$ cat src/rtl/pwr_pkg.sv
package pwr_pkg;
  typedef enum logic [1:0] {
    ST_RUN   = 2'd0,
    ST_IDLE  = 2'd1,
    ST_PDOWN = 2'd2,
    ST_RESET = 2'd3
  } pwr_state_e;

  localparam int IDLE_BIT = 0;
  localparam int PD_BIT   = 1;
endpackage

$ cat src/rtl/pwr_sfr_reg.sv
module pwr_sfr_reg #(
  parameter int          DW   = 8,
  parameter int          AW   = 8,
  parameter logic [7:0]  ADDR = 8'h87
) (
  input  logic          clk_i,
  input  logic          rst_ni,
  input  logic [AW-1:0] addr_i,
  input  logic          wr_i,
  input  logic [DW-1:0] wdata_i,
  input  logic          wr_ok_i,
  input  logic          clr_idle_i,
  input  logic          clr_all_i,
  output logic          wr_hit_o,
  output logic [DW-1:0] q_o,
  output logic [DW-1:0] rdata_o
);
  import pwr_pkg::*;

  logic hit;
  logic [DW-1:0] q;

  assign hit      = (addr_i == AW'(ADDR));
  assign wr_hit_o = wr_i & hit & wr_ok_i;

  always_ff @(posedge clk_i or negedge rst_ni) begin
    if (!rst_ni) begin
      q <= '0;
    end else if (clr_all_i) begin
      q <= '0;
    end else if (wr_hit_o) begin
      q <= wdata_i;
      // stop request wins over halt request
      if (wdata_i[PD_BIT]) q[IDLE_BIT] <= 1'b0;
    end else if (clr_idle_i) begin
      q[IDLE_BIT] <= 1'b0;
    end
  end

  assign q_o     = q;
  assign rdata_o = hit ? q : '0;
endmodule

$ cat src/rtl/pwr_rst_seq.sv
module pwr_rst_seq #(
  parameter int EXT_QUAL = 2,
  parameter int RESTART  = 3
) (
  input  logic clk_i,
  input  logic rst_ni,
  input  logic mcyc_en_i,
  input  logic ext_rst_i,
  input  logic int_req_i,
  input  logic in_rst_i,
  output logic ext_qual_o,
  output logic release_o
);
  localparam int EW = $clog2(EXT_QUAL + 1);
  localparam int RW = $clog2(RESTART + 1);

  logic [EW-1:0] ext_cnt;
  logic [RW-1:0] rel_cnt;
  logic          ext_last, rel_last;

  assign ext_last = (ext_cnt == EW'(EXT_QUAL - 1));
  assign rel_last = (rel_cnt == RW'(RESTART - 1));

  // consecutive strobes with the pin high; a low level restarts the count
  always_ff @(posedge clk_i or negedge rst_ni) begin
    if (!rst_ni)                       ext_cnt <= '0;
    else if (!ext_rst_i)               ext_cnt <= '0;
    else if (mcyc_en_i && !ext_last)   ext_cnt <= ext_cnt + 1'b1;
  end

  assign ext_qual_o = mcyc_en_i & ext_rst_i & ext_last;

  // release count starts once every reset source is gone
  always_ff @(posedge clk_i or negedge rst_ni) begin
    if (!rst_ni)                                   rel_cnt <= '0;
    else if (!in_rst_i || ext_rst_i || int_req_i)  rel_cnt <= '0;
    else if (mcyc_en_i && !rel_last)               rel_cnt <= rel_cnt + 1'b1;
  end

  assign release_o = in_rst_i & ~ext_rst_i & ~int_req_i & mcyc_en_i & rel_last;
endmodule

$ cat src/rtl/pwr_fsm.sv
module pwr_fsm (
  input  logic                clk_i,
  input  logic                rst_ni,
  input  logic                wr_hit_i,
  input  logic                wr_pd_i,
  input  logic                wr_idle_i,
  input  logic                irq_i,
  input  logic                rst_take_i,
  input  logic                release_i,
  output pwr_pkg::pwr_state_e state_o
);
  import pwr_pkg::*;

  pwr_state_e state_q, state_d;

  always_comb begin
    state_d = state_q;
    if (rst_take_i) begin
      state_d = ST_RESET;
    end else begin
      unique case (state_q)
        ST_RUN:   if (wr_hit_i && wr_pd_i)        state_d = ST_PDOWN;
                  else if (wr_hit_i && wr_idle_i) state_d = ST_IDLE;
        ST_IDLE:  if (irq_i)                      state_d = ST_RUN;
        ST_PDOWN: state_d = ST_PDOWN;
        ST_RESET: if (release_i)                  state_d = ST_RUN;
        default:  state_d = ST_RUN;
      endcase
    end
  end

  always_ff @(posedge clk_i or negedge rst_ni) begin
    if (!rst_ni) state_q <= ST_RUN;
    else         state_q <= state_d;
  end

  assign state_o = state_q;
endmodule

$ cat src/rtl/pwr_mode_ctrl.sv
module pwr_mode_ctrl #(
  parameter int         DW       = 8,
  parameter int         AW       = 8,
  parameter logic [7:0] REG_ADDR = 8'h87,
  parameter int         EXT_QUAL = 2,
  parameter int         RESTART  = 3
) (
  input  logic          clk_i,
  input  logic          rst_ni,
  input  logic [AW-1:0] sfr_addr_i,
  input  logic          sfr_wr_i,
  input  logic [DW-1:0] sfr_wdata_i,
  output logic [DW-1:0] sfr_rdata_o,
  input  logic          irq_pend_i,
  input  logic          ext_rst_i,
  input  logic          int_rst_req_i,
  input  logic          mcyc_stb_i,
  output logic          cpu_clk_en_o,
  output logic          per_clk_en_o,
  output logic          osc_run_o,
  output logic          per_dis_o,
  output logic          core_rst_o,
  output logic [DW-3:0] ctl_bits_o
);
  import pwr_pkg::*;

  pwr_state_e    state_q;
  logic          wr_hit, ext_qual, rel, rst_take;
  logic [DW-1:0] reg_q;
  logic          in_pd, in_rst;

  assign in_pd    = (state_q == ST_PDOWN);
  assign in_rst   = (state_q == ST_RESET);
  assign rst_take = ext_qual | int_rst_req_i;

  pwr_sfr_reg #(.DW(DW), .AW(AW), .ADDR(REG_ADDR)) u_reg (
    .clk_i      (clk_i),
    .rst_ni     (rst_ni),
    .addr_i     (sfr_addr_i),
    .wr_i       (sfr_wr_i),
    .wdata_i    (sfr_wdata_i),
    .wr_ok_i    (state_q == ST_RUN),
    .clr_idle_i ((state_q == ST_IDLE) & irq_pend_i),
    .clr_all_i  (rst_take | in_rst),
    .wr_hit_o   (wr_hit),
    .q_o        (reg_q),
    .rdata_o    (sfr_rdata_o)
  );

  pwr_rst_seq #(.EXT_QUAL(EXT_QUAL), .RESTART(RESTART)) u_rst (
    .clk_i      (clk_i),
    .rst_ni     (rst_ni),
    .mcyc_en_i  (mcyc_stb_i & osc_run_o),
    .ext_rst_i  (ext_rst_i),
    .int_req_i  (int_rst_req_i),
    .in_rst_i   (in_rst),
    .ext_qual_o (ext_qual),
    .release_o  (rel)
  );

  pwr_fsm u_fsm (
    .clk_i      (clk_i),
    .rst_ni     (rst_ni),
    .wr_hit_i   (wr_hit),
    .wr_pd_i    (sfr_wdata_i[PD_BIT]),
    .wr_idle_i  (sfr_wdata_i[IDLE_BIT]),
    .irq_i      (irq_pend_i),
    .rst_take_i (rst_take),
    .release_i  (rel),
    .state_o    (state_q)
  );

  assign cpu_clk_en_o = (state_q == ST_RUN) | in_rst;
  assign per_clk_en_o = ~in_pd;
  // pin wakes the oscillator without a clock so qualification can run
  assign osc_run_o    = ~in_pd | ext_rst_i;
  assign per_dis_o    = in_pd;
  assign core_rst_o   = in_rst;
  assign ctl_bits_o   = reg_q[DW-1:2];
endmodule

$ cat config.mk
export PLATFORM = sky130hd
export DESIGN_NAME = pwr_mode_ctrl
export DESIGN_NICKNAME = d
export VERILOG_FILES = /design/src/rtl/pwr_pkg.sv /design/src/rtl/pwr_sfr_reg.sv /design/src/rtl/pwr_rst_seq.sv /design/src/rtl/pwr_fsm.sv /design/src/rtl/pwr_mode_ctrl.sv
export SDC_FILE = /design/constraint.sdc
export NUM_CORES = 1
export LEC_CHECK = 0
export ABC_AREA = 0
export BUFFER_PORTS_ARGS = -buffer_cell sky130_fd_sc_hd__buf_2
export CAP_MARGIN = 25
export CORE_MARGIN = 5
export CORE_UTILIZATION = 42
export CTS_CLUSTER_SIZE = 24
export DETAILED_ROUTE_END_ITERATION = 7
export PLACE_DENSITY = 0.79
export SYNTH_ARGS = -nofsm -noshare
export SYNTH_HDL_FRONTEND = slang
export SYNTH_SLANG_ARGS = --single-unit
$ cat constraint.sdc
create_clock -name clk_i -period 2.6 [get_ports clk_i]
set_input_delay 0.78 -clock clk_i [delete_from_list [all_inputs] [get_ports clk_i]]
set_output_delay 0.78 -clock clk_i [all_outputs]
set_load 0.03 [all_outputs]
==> out/qor.yml, run 1 <==
sta:
  finClkSkew_ns: 0.00144
  setup_viol: 8
  fin_hold_ws_ns: 0.372
  max_freq_ghz: 0.370
  relSlewSlack_pct: 69.7
  setup_slack_ns: -0.103
  fin_crit_sh_pct: 104
  slew_viol_final: 0
  hold_violations: 0
  worstMarginPinSlew_ns: 0.454
  rsz0062_at_grt: "yes"
  min_period_ns: 2.70
critical_path:
  cp-end-kind: "primary output"
  rrSetupSlack_ns: 0.77
  cp_max_fo: 8
  required_ns: 1.82
  critPathMaxStageDelay_ns: 0.55
  crit_top_cell: "buf_6"
  crit_family: "simple AND/OR/NAND/NOR gates"
  worst-path-buf-inv: 2
  start_kind: "input pin"
  crit_type: "input pin to primary output"
  cp_slowest_cell: "or4b_4"
  arrival_ns: 1.92
  crit_chain: "buf_6 > or4b_4 > nor2_4 > and2_4 > buf_6"
pwr:
  swShare_pct: 34.9
  ir_drop_uv: 289
  intPower_mw: 0.350
  leakage_nw: 0.598
  power_density_mw_per_mm2: 424
  p_sw_mw: 0.188
  p_comb_share_pct: 31.8
  seq_power_share_pct: 44.6
  power.share.clock_pct: 23.6
  p_total_mw: 0.538
clock_tree:
  clk_pin_slew_ns: 0.08
  postCtsSetupRepairBufs: 0
  cts-hold-fix-buffers: 0
  clk_latency_ns: 0.28
  clkSinkCount: 14
  cts_buffers: 3
  tritoncts: "yes"
  htree_levels: 1
  cts_buffer_depth: 2
  root_buffer: "clkbuf_4"
logic_synthesis:
  synth.avg_cell_area_um2: 9.51
  synth_area_um2: 951
  yosysMostFrequentCell: "dfrtp_1"
  synth_top_cell_by_area: "dfrtp_1"
  ys_seq_elements: 14
  yosysWarnings: 0
  synth.top_cell.area_share_pct: 36.8
  synth.distinct_cells: 28
  async_flop_share_pct: 100
  synth.area.top_cells: "dfrtp_1 (37%), ha_1 (7.9%), mux2i_1 (7.4%), and2_1 (7.2%), buf_4 (5.5%)"
  synth_commonest_cells: "dfrtp_1 (14), and2_1 (11), inv_1 (8), nand2_1 (8)"
  syn_nets: 129
  syn-instance-count: 100
  synth_edf_count: 0
  synthFlopType: "dfrtp_1"
  seq_area_frac_synth_pct: 36.8
drt:
  wirelength_mm: 2.15
  routed_via_density: 5.00
  wire_per_inst_um: 12.9
  ant_nets: 0
  vias: 835
  first_iter_violations: 12
  drc_errors: 0
  dr.pass1.iters: 2
placement:
  io_buffers: 41
  gp_congestion: 0.734
  dpl_cell_area_mm2: 0.00119
  dpl.hpwl_mm: 1.74
grt:
  grt_antenna_before_repair: 0
  grt_max_degree: 15
  overflow: 0
  grt_pass1_vias: 851
  track_usage_pct: 12.9
  grt_pass1_wl_mm: 3.40
floorplan:
  die_w_um: 57.6
  top_level_ports: 42
  die_h_um: 57.6
  rows: 17
  coreArea_mm2: 0.00219
  dieArea_mm2: 0.00332
  start_util_pct: 43.4
job:
  drv_cap: 0
final_layout:
  diodes: 0
  synthToLayoutAreaGrowth_pct: 33.4
  final_util_pct: 57.9
  fin_area_mm2: 0.00127
  nets: 170
  drive_gt1_share_pct: 47.5
worst_hold_path:
  hp-class: "input pin to async pin"
run_status:
  violations: "setup timing"
  status: "finished, violations left"
-- area by class of cell --
| type | instances | area [um^2] |
|---|---|---|
| Fill cell | 193 | 922 |
| Clock buffer | 3 | 22.5 |
| Tap cell | 28 | 35.0 |
| Inverter | 8 | 30.0 |
| Sequential cell | 14 | 350 |
| Timing Repair Buffer | 44 | 297 |
| Multi-Input combinational cell | 70 | 534 |
-- worst paths after layout --
kind                                         startpoint                           end  depth (start not counted)
max in group asynchronous                        rst_ni      u_reg.q_o[3]$_DFFE_PN0P_                          1
setup reg to reg           u_fsm.state_o[0]$_DFFE_PN0P_  u_fsm.state_o[1]$_DFFE_PN0P_                          6
setup / recovery                          sfr_addr_i[6]                sfr_rdata_o[1]                          5
min in group clk_i         u_rst.rel_cnt[1]$_DFFE_PN0P_  u_rst.rel_cnt[1]$_DFFE_PN0P_                          2
hold / removal                                   rst_ni  u_rst.ext_cnt[1]$_DFFE_PN0P_                          1
hold reg to reg            u_rst.rel_cnt[1]$_DFFE_PN0P_  u_rst.rel_cnt[1]$_DFFE_PN0P_                          2
-- layout by cell type, fill, tap and decap left out, types with 2 or more instances in the layout --
master     n
a21oi_1    3
mux2i_1    7
inv_1      8
nand3b_1   4
nor2_2     7
ha_1       6
nor2_1     2
nand2b_1   3
buf_2     32
dfrtp_1   14
xnor2_1    2
o21ai_0    2
buf_6      9
clkbuf_4   3
buf_4      2
o31ai_1    2
and2_4     8
and2_1     3
nand2_1    8
-- stage by stage --
step                setup slack (ns)  instances  setup TNS (ns)
finish                        -0.103        167          -0.781
global route                  -0.139        167           -1.07
CTS                           -0.133        167           -1.05
detailed placement            -0.183        164           -1.39
global placement              -0.156        164           -1.23
floorplan                     0.0214        100               0
-- cell families after synthesis --
| family | count (synthesis) | share of synthesized area [%] |
|---|---|---|
| flip-flops | 14 | 36.8 |
| XOR/XNOR | 2 | 1.84 |
| AO/OA/AOI/OAI | 13 | 9.08 |
| adder cells (fa/ha/maj) | 6 | 7.89 |
| buffers and inverters | 16 | 9.87 |
| multiplexers | 7 | 7.37 |
| AND/OR/NAND/NOR | 42 | 27.1 |
-- power groups by stage --
stage	combinational, mW	sequential [mW]	clock [mW]
floorplan	0.121	0.242	0
global placement	0.166	0.243	0
detailed placement	0.172	0.244	0
CTS	0.174	0.240	0.129
global route	0.189	0.241	0.142
finish	0.171	0.240	0.127
-- worst register-to-register path, delay by kind of cell, from the launching register on --
kind,cells,cell delay [ns]
AO/OA/AOI/OAI,2,0.72
flip-flops,1,0.42
adder cells (fa/ha/maj),1,0.23
AND/OR/NAND/NOR,2,0.26
buffers and inverters,1,0.08
-- sequential cells by signal, summed over array words and instances (netlist names) --
register	cells
u_fsm.state_o	2
u_reg.q_o	8
u_rst.ext_cnt	2
u_rst.rel_cnt	2
-- metal layers --
metal	share of wire, %	wire length, um	GRT usage, %	vias up
li1	-	-	-	411
met1	38	813	13.1	394
met2	54	1160	25.2	26
met3	7.3	158	2.26	4
met4	1.1	23	5.63	0
met5	0	0	0	-
-- timing repair --
action	CTS	global route
resized for setup	17	0
pin swaps	7	4
endpoints found under the setup margin	8	8
Power figures use the tool's default switching activity.
==> run 2, diff against run 1 <==
- CORE_MARGIN: 5 -> not set
==> out/qor.yml, run 2 (synthesis gave the netlist of run 1 again) <==
run_status:
  status: "finished, violations left"
  violations: "setup timing"
pwr:
  power_density_mw_per_mm2: 446  # +5.2%
  p_comb_share_pct: 29.9  # -1.9 points
  leakage_nw: 0.605  # +1.2%
  swShare_pct: 33.2  # -1.7 points
  p_total_mw: 0.571  # +6.3%
  intPower_mw: 0.382  # +9.1%
  p_sw_mw: 0.189  # +0.97%
  power.share.clock_pct: 28.1  # +4.5 points
  seq_power_share_pct: 42.0  # -2.6 points
  ir_drop_uv: 320  # +11%
grt:
  overflow: 0  # unchanged
  use_met1_pct: 20.8  # +7.7 points
  track_usage_pct: 19.2  # +6.2 points
  grt_busiest_layer: "met2"
  grt_pass1_vias: 860  # +1.1%
  grt_antenna_before_repair: 0  # unchanged
  grt_max_degree: 15  # unchanged
  grt_pass1_wl_mm: 3.51  # +3.1%
  met2_usage_pct: 34.5  # +9.3 points
  met3_usage_pct: 4.94  # +2.7 points
final_layout:
  drive_gt1_share_pct: 47.9  # +0.38 points
  diodes: 0  # unchanged
  register_area_um2: 350  # unchanged
  nets: 170  # unchanged
  fin_area_mm2: 0.00128  # +0.99%
  largest_register_ffs: 8  # unchanged
  multiInputGateArea_um2: 534  # unchanged
  layout_common_cells: "buf_2 (32), dfrtp_1 (14), buf_6 (9)"
  final_common_cell: "buf_2"
  fillCellCount: 201  # +4.1%
  final_util_pct: 62.7  # +4.8 points
  final_cells: 167  # unchanged
  synthToLayoutAreaGrowth_pct: 34.7
sta:
  setup_slack_ns: -0.0963  # +0.00642 ns
  fin_crit_sh_pct: 104  # -0.25 points
  finClkSkew_ns: 0.00756  # +0.00612 ns
  min_period_ns: 2.70  # -0.00642 ns
  worstMarginPinSlew_ns: 0.506  # +0.0513 ns
  max_freq_ghz: 0.371  # +0.24%
  setup_viol: 8  # unchanged
  fin_setup_tns_ns: -0.741  # +0.0394 ns
  slew_viol_final: 0  # unchanged
  relSlewSlack_pct: 66.3  # -3.4 points
  fin_hold_ws_ns: 0.366  # -0.00561 ns
  hold_violations: 0  # unchanged
  rsz0062_at_grt: "yes"
clock_tree:
  clk_latency_ns: 0.29  # about the same
  cts_buffers: 3  # unchanged
  clk_pin_slew_ns: 0.09  # about the same
  root_buffer: "clkbuf_4"
  tritoncts: "yes"
  cts-hold-fix-buffers: 0  # unchanged
  cts_buffer_depth: 2  # unchanged
  htree_levels: 1  # unchanged
  clkSinkCount: 14  # unchanged
placement:
  io_buffers: 41  # unchanged
  dpl_cell_area_mm2: 0.00119  # -0.11%
  gp_congestion: 0.731  # -0.34%
  dpl.hpwl_mm: 1.50  # -14%
  place_ws_ns: -0.168  # +0.0158 ns
  dp_cells: 163  # -0.61%
job:
  drv_cap: 0  # unchanged
drt:
  vias: 819  # -1.9%
  routed_via_density: 4.90  # -1.9%
  ant_nets: 0  # unchanged
  drc_errors: 0  # unchanged
  dr.pass1.iters: 4  # +2
  wirelength_mm: 1.92  # -11%
  wire_per_inst_um: 11.5  # -11%
  first_iter_violations: 10  # -2
critical_path:
  required_ns: 1.82  # about the same
  cp-end-kind: "primary output"
  cp_max_fo: 8  # unchanged
  start_kind: "input pin"
  arrival_ns: 1.92  # about the same
  crit_type: "input pin to primary output"
floorplan:
  start_util_pct: 46.6  # +3.2 points
  dieArea_mm2: 0.00246  # -26%
  rows: 16  # -1
  top_level_ports: 42  # unchanged
  coreArea_mm2: 0.00204  # -6.8%
  die_w_um: 49.6  # -14%
  die_h_um: 49.6  # -14%
worst_hold_path:
  hp-class: "input pin to async pin"
[run 2: cell count changes in the layout (fill, tap and decap cells not counted), sizes merged]
cell    change
clkbuf      +1
[run 2: what timing repair did]
item / 4_1_cts / 5_1_grt
pin swaps: 10 / 3
setup buffers: 0 / 0
resized for setup: 17 / 0
setup endpoints to repair: 8 / 8
[run 2: cell type report]
type	instances	area share (%)
timing repair buffer	44	23.1
sequential	14	27.3
inverter	8	2.34
clock buffer	4	2.83
tap	27	2.64
multi-input combinational	70	41.7
[run 2: per-layer routing]
layer / part of all wire, % / up-vias
met5: 0 / -
met3: 5.5 / 4
met4: 1.7 / 0
met2: 51 / 34
li1: - / 410
met1: 42 / 371
[run 2: worst paths after layout]
check | start | cells past startpoint | endpoint | slack, ns
min in group clk_i | u_rst.rel_cnt[1]$_DFFE_PN0P_ | 2 | u_rst.rel_cnt[1]$_DFFE_PN0P_ | 0.54
worst min-delay path | rst_ni | 1 | u_rst.rel_cnt[0]$_DFFE_PN0P_ | 0.37
worst max register to register | u_fsm.state_o[0]$_DFFE_PN0P_ | 6 | u_fsm.state_o[1]$_DFFE_PN0P_ | 0.72
worst min register to register | u_rst.rel_cnt[1]$_DFFE_PN0P_ | 2 | u_rst.rel_cnt[1]$_DFFE_PN0P_ | 0.54
max in group asynchronous | rst_ni | 1 | u_reg.q_o[1]$_DFFE_PN0P_ | 1.99
worst max-delay path | sfr_addr_i[6] | 5 | sfr_rdata_o[2] | -0.1
[run 2: power groups by stage]
stage / Sequential, mW / Clock (mW) / Combinational [mW]
floorplan: 0.242 / 0 / 0.121
global placement: 0.243 / 0 / 0.164
detailed placement: 0.244 / 0 / 0.172
CTS: 0.240 / 0.173 / 0.174
global route: 0.242 / 0.176 / 0.193
finish: 0.240 / 0.161 / 0.171
[run 2: worst max-delay path: stages]
cell	delay (ns)
buf_6	0.09
or4b_4	0.55
nor2_4	0.20
and2_4	0.18
buf_6	0.12
